## config.mk

```make
export PLATFORM = sky130hd
export DESIGN_NAME = divcount_timer
export DESIGN_NICKNAME = d
export VERILOG_FILES = /design/src/rtl/divcount_pkg.sv /design/src/rtl/divcount_cfg_regs.sv /design/src/rtl/divcount_prescaler.sv /design/src/rtl/divcount_down_counter.sv /design/src/rtl/divcount_timer.sv
export SDC_FILE = /design/constraint.sdc
export NUM_CORES = 1
export LEC_CHECK = 0
export ABC_AREA = 1
export BUFFER_PORTS_ARGS = -buffer_cell sky130_fd_sc_hd__buf_2
export CAP_MARGIN = 0
export CELL_PAD_IN_SITES_DETAIL_PLACEMENT = 1
export CELL_PAD_IN_SITES_GLOBAL_PLACEMENT = 1
export CORE_MARGIN = 2
export CORE_UTILIZATION = 38
export DETAILED_ROUTE_END_ITERATION = 7
export HOLD_SLACK_MARGIN = 0.15
export PLACE_DENSITY_LB_ADDON = 0.1
export SLEW_MARGIN = 10
export SYNTH_ARGS = -nofsm -noshare
export SYNTH_HDL_FRONTEND = slang
export SYNTH_HIERARCHICAL = 1
export SYNTH_SLANG_ARGS = --single-unit
export TNS_END_PERCENT = 20
```

## constraint.sdc

```tcl
create_clock -name clk -period 2.6 [get_ports clk]
set_clock_uncertainty 0.1 [all_clocks]
set_input_delay 0.65 -clock clk [delete_from_list [all_inputs] [get_ports clk]]
set_output_delay 0.65 -clock clk [all_outputs]
set_load 0.02 [all_outputs]
```

## src/rtl/divcount_pkg.sv

```systemverilog
package divcount_pkg;

  typedef enum logic [1:0] {
    SEL_START = 2'd0,
    SEL_CUR   = 2'd1,
    SEL_DIV   = 2'd2,
    SEL_NONE  = 2'd3
  } tmr_sel_e;

  localparam int SHIFT_W   = 3;
  localparam int MAX_SHIFT = (1 << SHIFT_W) - 1;

  // Rotated decode: code 7 wraps to shift 0, code 0 gives shift 1.
  function automatic logic [SHIFT_W-1:0] code_to_shift(input logic [2:0] code);
    return code + 3'd1;
  endfunction

endpackage

```

## src/rtl/divcount_cfg_regs.sv

```systemverilog
module divcount_cfg_regs
  import divcount_pkg::*;
#(
  parameter int CNT_W = 32
) (
  input  logic             clk,
  input  logic             rst_n,
  input  logic             wr_en,
  input  tmr_sel_e         wr_sel,
  input  logic [CNT_W-1:0] wr_data,
  input  logic [2:0]       div_bits,
  output logic             load_evt,
  output logic [CNT_W-1:0] start_q,
  output logic [2:0]       code_q
);

  logic div_wr;

  assign load_evt = wr_en && (wr_sel == SEL_START);
  assign div_wr   = wr_en && (wr_sel == SEL_DIV);

  always_ff @(posedge clk or negedge rst_n) begin
    if (!rst_n) begin
      start_q <= '0;
      code_q  <= '0;
    end else begin
      if (load_evt) start_q <= wr_data;
      if (div_wr)   code_q  <= div_bits;
    end
  end

endmodule

```

## src/rtl/divcount_prescaler.sv

```systemverilog
module divcount_prescaler
  import divcount_pkg::*;
#(
  parameter int PRE_LOG2 = 4
) (
  input  logic       clk,
  input  logic       rst_n,
  input  logic       load_evt,
  input  logic       run,
  input  logic [2:0] code_q,
  output logic       unit_tick
);

  localparam int PRE_W = PRE_LOG2 + MAX_SHIFT;

  logic [PRE_W-1:0]   pre_cnt;
  logic [SHIFT_W-1:0] act_shift;
  logic               at_last;

  // Last prescaler value of a unit: (16 << shift) - 1.
  function automatic logic [PRE_W-1:0] last_of(input logic [SHIFT_W-1:0] sh);
    return {PRE_W{1'b1}} >> (SHIFT_W'(MAX_SHIFT) - sh);
  endfunction

  assign at_last   = (pre_cnt == last_of(act_shift));
  assign unit_tick = run && !load_evt && at_last;

  always_ff @(posedge clk or negedge rst_n) begin
    if (!rst_n) begin
      pre_cnt   <= '0;
      act_shift <= '0;
    end else if (load_evt) begin
      pre_cnt   <= '0;
      act_shift <= code_to_shift(code_q);
    end else if (run) begin
      if (at_last) begin
        pre_cnt   <= '0;
        act_shift <= code_to_shift(code_q);
      end else begin
        pre_cnt <= pre_cnt + 1'b1;
      end
    end else begin
      pre_cnt <= '0;
    end
  end

endmodule

```

## src/rtl/divcount_down_counter.sv

```systemverilog
module divcount_down_counter #(
  parameter int CNT_W = 32
) (
  input  logic             clk,
  input  logic             rst_n,
  input  logic             load_evt,
  input  logic [CNT_W-1:0] load_val,
  input  logic             unit_tick,
  output logic [CNT_W-1:0] count_q,
  output logic             expire_q
);

  always_ff @(posedge clk or negedge rst_n) begin
    if (!rst_n) begin
      count_q  <= '0;
      expire_q <= 1'b0;
    end else if (load_evt) begin
      count_q  <= load_val;
      expire_q <= 1'b0;
    end else if (unit_tick) begin
      count_q  <= count_q - 1'b1;
      expire_q <= (count_q == CNT_W'(1));
    end else begin
      expire_q <= 1'b0;
    end
  end

endmodule

```

## src/rtl/divcount_timer.sv

```systemverilog
module divcount_timer
  import divcount_pkg::*;
#(
  parameter int CNT_W    = 32,
  parameter int PRE_LOG2 = 4
) (
  input  logic             clk,
  input  logic             rst_n,
  input  logic             wr_en,
  input  logic [1:0]       wr_sel,
  input  logic [CNT_W-1:0] wr_data,
  output logic [CNT_W-1:0] init_count,
  output logic [CNT_W-1:0] cur_count,
  output logic [CNT_W-1:0] div_cfg,
  output logic             expire
);

  logic       load_evt;
  logic       unit_tick;
  logic       run;
  logic [2:0] code_q;

  divcount_cfg_regs #(.CNT_W(CNT_W)) u_cfg (
    .clk      (clk),
    .rst_n    (rst_n),
    .wr_en    (wr_en),
    .wr_sel   (tmr_sel_e'(wr_sel)),
    .wr_data  (wr_data),
    .div_bits ({wr_data[3], wr_data[1], wr_data[0]}),
    .load_evt (load_evt),
    .start_q  (init_count),
    .code_q   (code_q)
  );

  assign run = (cur_count != '0);

  divcount_prescaler #(.PRE_LOG2(PRE_LOG2)) u_pre (
    .clk       (clk),
    .rst_n     (rst_n),
    .load_evt  (load_evt),
    .run       (run),
    .code_q    (code_q),
    .unit_tick (unit_tick)
  );

  divcount_down_counter #(.CNT_W(CNT_W)) u_cnt (
    .clk       (clk),
    .rst_n     (rst_n),
    .load_evt  (load_evt),
    .load_val  (wr_data),
    .unit_tick (unit_tick),
    .count_q   (cur_count),
    .expire_q  (expire)
  );

  assign div_cfg = CNT_W'({code_q[2], 1'b0, code_q[1:0]});

endmodule

```

## After elaboration in Yosys (flattened, before gate mapping)

Index checks and enable logic that the tools add are counted.

- Register bits: 82
- Input bits: 37
- Output and inout port bits: 97
- Word-level logic and storage cells: 35

- $add $sub $neg: 4
- Eq/ne operators: 3
- Shift operators: 1
- Multiplexer cells: 10
- Reductions and logical operators: 11

Operator list:

| operator | number |
|---|---|
| two-way mux 32 bit | 2 |
| two-way mux 11 bit | 3 |
| equality test 32 x 1 -> 1 bit, second input constant | 1 |
| nonzero test 32 bit | 1 |
| subtractor 32 x 1 -> 32 bit, second input constant | 1 |
| adder 11 x 1 -> 11 bit, second input constant | 1 |
| equality test 11 bit | 1 |
| >> shifter 11 x 3 -> 11 bit, first input constant | 1 |
| two-way mux 3 bit | 3 |
| nonzero test 2 bit | 3 |
| logical AND 1 bit | 4 |
| adder 3 x 1 -> 3 bit, second input constant | 1 |
| subtractor 3 bit, first input constant | 1 |
| equality test 2 bit, second input constant | 1 |
| zero test 2 bit | 1 |
| two-way mux 1 bit | 2 |
| AND reduction 2 bit | 1 |
| zero test 1 bit | 1 |

## Longest topological paths before layout

- Depth after elaboration: 7
- Mapped depth: 13
- Depth with buffers taken out: 13

## Modules after synthesis

The synthesis kept the hierarchy.

Modules (own cells, without submodules):

| module | instances | cells each | area an instance (µm²) | sequential area each (µm²) |
|---|---|---|---|---|
| divcount_down_counter | 1 | 346 | 2392.3 | 825.8 |
| divcount_cfg_regs | 1 | 155 | 1428.9 | 875.8 |
| divcount_prescaler | 1 | 128 | 909.6 | 350.3 |
| divcount_timer | 1 | 75 | 400.4 | 0.0 |

## Worst setup path after synthesis

Ideal clock, no wire load.

- Path kind: input port to flip-flop
- Start point: input port wr_en
- End point: register u_cnt.count_q[22]
- Setup time: 66 ps
- Data arrival time: 2341 ps
- Data required time: 2434 ps
- Slack: 93 ps
- Cell stages on the path: 12
- Buffers on the path: 3
- Cells stage by stage: buf_2 > nand2_4 > buf_6 > inv_1 > inv_1 > nand2_1 > nor3_1 > nand2_2 > inv_1 > buf_2 > nand3_1 > nand2_1

- Cells in the longest elaborated chain, start to end: 5
- Elaborated cells on any way between the ends: 6
- Those cells by class: mux (1); reduce/logical (5)

RTL lines:

| what | RTL line | RTL |
|---|---|---|
| start, declared | divcount_timer.sv:9 | `input logic wr_en,` |
| logical AND 1 bit | divcount_cfg_regs.sv:19 | `assign load_evt = wr_en && (wr_sel == SEL_START);` |
| via load_evt | divcount_timer.sv:18 | `logic load_evt;` |
| zero test 1 bit | divcount_prescaler.sv:26 | `assign unit_tick = run && !load_evt && at_last;` |
| logical AND 1 bit (2 in series) | divcount_prescaler.sv:26 |  |
| via unit_tick | divcount_timer.sv:19 | `logic unit_tick;` |
| nonzero test 2 bit (no line) | -- |  |
| end signal, assigned | divcount_down_counter.sv:18 | `count_q <= load_val;` |
| end signal, assigned | divcount_down_counter.sv:21 | `count_q <= count_q - 1'b1;` |
| end, declared | divcount_down_counter.sv:9 | `output logic [CNT_W-1:0] count_q,` |

The timed path passes the listed nets, and every way through them passes these cells.
A chain may end at the register's enable or synchronous reset.

## Worst setup path in the final report

- Start point: register u_pre.act_shift[2]
- End point: register u_cnt.count_q[19]

- Cells in the longest elaborated chain, start to end: 5

RTL lines:

| what | RTL line | RTL |
|---|---|---|
| start, declared | divcount_prescaler.sv:17 | `logic [SHIFT_W-1:0] act_shift;` |
| start signal, assigned | divcount_prescaler.sv:34 | `act_shift <= code_to_shift(code_q);` |
| start signal, assigned | divcount_prescaler.sv:38 | `act_shift <= code_to_shift(code_q);` |
| subtractor 3 bit | divcount_prescaler.sv:22 | `return {PRE_W{1'b1}} >> (SHIFT_W'(MAX_SHIFT) - sh);` |
| >> shifter 11 x 3 -> 11 bit | divcount_prescaler.sv:22 |  |
| equality test 11 bit | divcount_prescaler.sv:25 | `assign at_last = (pre_cnt == last_of(act_shift));` |
| logical AND 1 bit | divcount_prescaler.sv:26 |  |
| via unit_tick | divcount_timer.sv:19 |  |
| nonzero test 2 bit (no line) | -- |  |

The timed path passes the listed nets, and every way through them passes these cells.

==> flow_metrics.py <==
metrics = {
    "clocking": {
        "clk_path_buf_depth": 2,
        "root_buffer": "clkbuf_16",
        "cts_setup_buffers": 0,
        "cts_made_buffers": 9,
        "worstSkewPairLatency_ns": 0.35,
        "cts_tree": "built",
        "cts_sinks": 82,
        "holdBufCountCts": 1,
        "htreeDepth": 3,
        "cts.repair.resized": 0,
        "clkTransAtPathRegs_ns": 0.06,
    },
    "sta": {
        "slew_viol_final": 0,
        "period_needed_ns": 2.309,
        "fin_ws_ns": 0.2910,
        "setup_viol": 0,
        "fin_tns_setup_ns": 0,
        "fmax_mhz": 433.1,
        "hold_viol_final": 0,
        "period_share_pct": 88.81,
        "grt_setup_unrepaired": "false",
    },
    "detailed_routing": {
        "drc": 0,
        "avgViaCountPerCell": 5.027,
        "first_iter_violations": 314,
        "ant_nets": 0,
        "routed_wl_um": 16850,
        "wl_per_cell_um": 16.89,
        "via_count": 5017,
        "first_pass_iters": 4,
    },
    "min_path": {
        "holdCritStartpoint": "u_cfg/start_q[20]$_DFFE_PN0P_",
        "hold_path_class": "flop to flop",
    },
    "placement": {
        "detailed_place.area_um2": 5791,
        "dp_hpwl_um": 12790,
        "port_buffers": 104,
        "place_congestion": 0.8641,
        "dp_slack_ns": 0.2393,
    },
    "grt": {
        "antenna_found_initial": 0,
        "grt_max_degree": 37,
        "gr-total-overflow": 0,
        "grt_pass1_vias": 5347,
        "grt_usage_pct": 24.59,
        "grt_pass1_wl_um": 27720,
    },
    "layout": {
        "drive_gt1_share_pct": 21.53,
        "fin_nets": 860,
        "diodes": 0,
        "fin_util_pct": 46.31,
        "area_delta_synth_final_pct": 19.04,
        "fin_area_um2": 6108,
    },
    "pwr": {
        "p_per_area_nw_per_um2": 777.7,
        "leakage_nw": 3.327,
        "ir_drop_mv": 0.3015,
    },
    "logic_synthesis": {
        "synth_seq_area_share_pct": 39.99,
        "synthDistinctLibCells": 36,
        "ys_warn_count": 6,
        "syn_inst": 704,
        "postSynthAreaPerCell_um2": 7.289,
        "syn_area_um2": 5131,
        "ys_ff_latch": 82,
    },
    "outcome": {
        "status": "finished, final reports clean",
    },
    "setup_path": {
        "critical_path_required_ns": 2.72,
        "arrival_ns": 2.43,
        "endpoint": "u_cnt/count_q[19]$_DFFE_PN0P_",
        "r2r_slack_ns": 0.29,
        "crit_start": "u_pre/act_shift[2]$_DFFE_PN0P_",
        "critPathLaunchType": "flop",
        "reg2regPathDepth": 12,
        "crit_fanout": 14,
        "r2r-end": "u_cnt/count_q[19]$_DFFE_PN0P_",
        "timing.rr.start": "u_pre/act_shift[2]$_DFFE_PN0P_",
        "endpoint_kind": "flop",
        "crit_type": "flop to flop",
    },
    "die": {
        "io_pins": 134,
        "die-area_um2": 14450,
        "start_util_pct": 38.90,
        "core.rowCount": 42,
        "die-height_um": 120.2,
        "die_x_um": 120.2,
        "core_um2": 13190,
    },
    "flow_run": {
        "timing.max_cap.violations": 0,
    },
}
critical path, stage by stage, from the launching register on:
cell and delay (ns):
dfrtp_1 0.48, nor2_1 0.21, nand2_1 0.08, nand2_1 0.07, nand2_1 0.07, nor3b_1 0.19
nand2_1 0.09, nor3_1 0.16, buf_4 0.17, nor2_2 0.06, buf_4 0.22, a22oi_1 0.18
nand2_1 0.09
layer usage:
layer | global-route usage [%] | up-vias | wire length [um]
met5 | 0 | - | 0
met4 | 6.691 | 0 | 261
met3 | 4.198 | 18 | 682
met2 | 41.12 | 116 | 8164
met1 | 32.96 | 2482 | 7743
li1 | - | 2401 | -
kinds of logic (layout without fill, tap and decap cells):
group | after synthesis | in the layout | share of synthesized area [%]
simple gates | 430 | 430 | 37.89
buf+inv | 125 | 215 | 12.51
flops | 82 | 82 | 39.99
compound gates | 48 | 48 | 6.169
xor+xnor | 14 | 14 | 2.390
fa+ha+maj | 4 | 4 | 0.9754
other cells | 1 | 29 | 0.07308
layout by cell type (no fill, tap or decap), types with 11 or more instances in the layout:
master,instances
nand2_1,211
buf_2,103
nand3_1,84
dfrtp_1,82
nor2_1,78
inv_1,75
conb_1,29
a22oi_1,21
buf_4,17
nor2_2,15
nand4_1,11
sequential cells by signal (all words and copies together) (netlist names):
register         count
u_cnt/expire_q       1
u_cfg/start_q       32
u_cnt/count_q       32
u_pre/pre_cnt       11
u_cfg/code_q         3
u_pre/act_shift      3
where the power goes:
part | internal [mW] | total [mW] | switching [mW]
sequential | 1.51 | 1.78 | 0.276
combinational | 0.524 | 1.60 | 1.08
clock | 0.855 | 1.37 | 0.512
total | 2.89 | 4.75 | 1.87
through the flow:
stage	total power, mW	cells	hold slack [ns]
after global routing	5.061	998	0.3899
final	4.751	998	0.3637
after detailed placement	3.400	983	0.3546
after floorplan	2.854	732	0.2544
after global placement	3.342	983	0.3472
after CTS	4.795	998	0.3682
synthesized netlist by cell type:
cell	number	share of area [%]
a21boi_0	1	0.15
a21oi_1	1	0.097
a22oi_1	21	3.1
and2_1	2	0.24
buf_2	8	0.78
buf_4	32	4.7
buf_6	3	0.66
clkbuf_1	2	0.15
clkbuf_8	2	0.54
conb_1	1	0.073
dfrtp_1	82	40
ha_1	4	0.98
inv_1	75	5.5
inv_2	3	0.22
nand2_1	211	15
nand2_2	8	0.98
nand2_4	4	0.88
nand3_1	84	8.2
nand3_2	3	0.59
nand4_1	11	1.3
nand4_2	1	0.24
nor2_1	78	5.7
nor2_2	15	1.8
nor2_4	4	0.88
nor2_8	1	0.39
nor3_1	4	0.39
nor3_2	1	0.20
nor3_4	1	0.32
nor3b_1	2	0.29
o211ai_1	4	0.59
o21ai_0	10	0.98
o21ai_1	8	0.78
o21ai_2	1	0.17
o221ai_1	2	0.34
xnor2_1	5	0.85
xor2_1	9	1.5
worst min path at each step:
stage	slack, ns	depth (start not counted)	to
global route	0.39	2	u_cfg/start_q[31]$_DFFE_PN0P_
CTS	0.37	2	u_cfg/start_q[20]$_DFFE_PN0P_
floorplan	0.25	0	u_cfg/code_q[0]$_DFFE_PN0P_
global placement	0.35	2	u_cfg/start_q[9]$_DFFE_PN0P_
finish	0.36	2	u_cfg/start_q[20]$_DFFE_PN0P_
detailed placement	0.35	2	u_cfg/start_q[5]$_DFFE_PN0P_
cell type report:
| type | count | area (um^2) |
|---|---|---|
| clock buffers | 11 | 242.7 |
| clock inverters | 3 | 65.06 |
| fillers | 1758 | 7082 |
| inverters | 78 | 292.8 |
| multi-input cells | 525 | 2542 |
| flip-flops and latches | 82 | 2052 |
| well taps | 176 | 220.2 |
| repair buffers | 123 | 693.2 |
(Power assumes the default switching activity.)
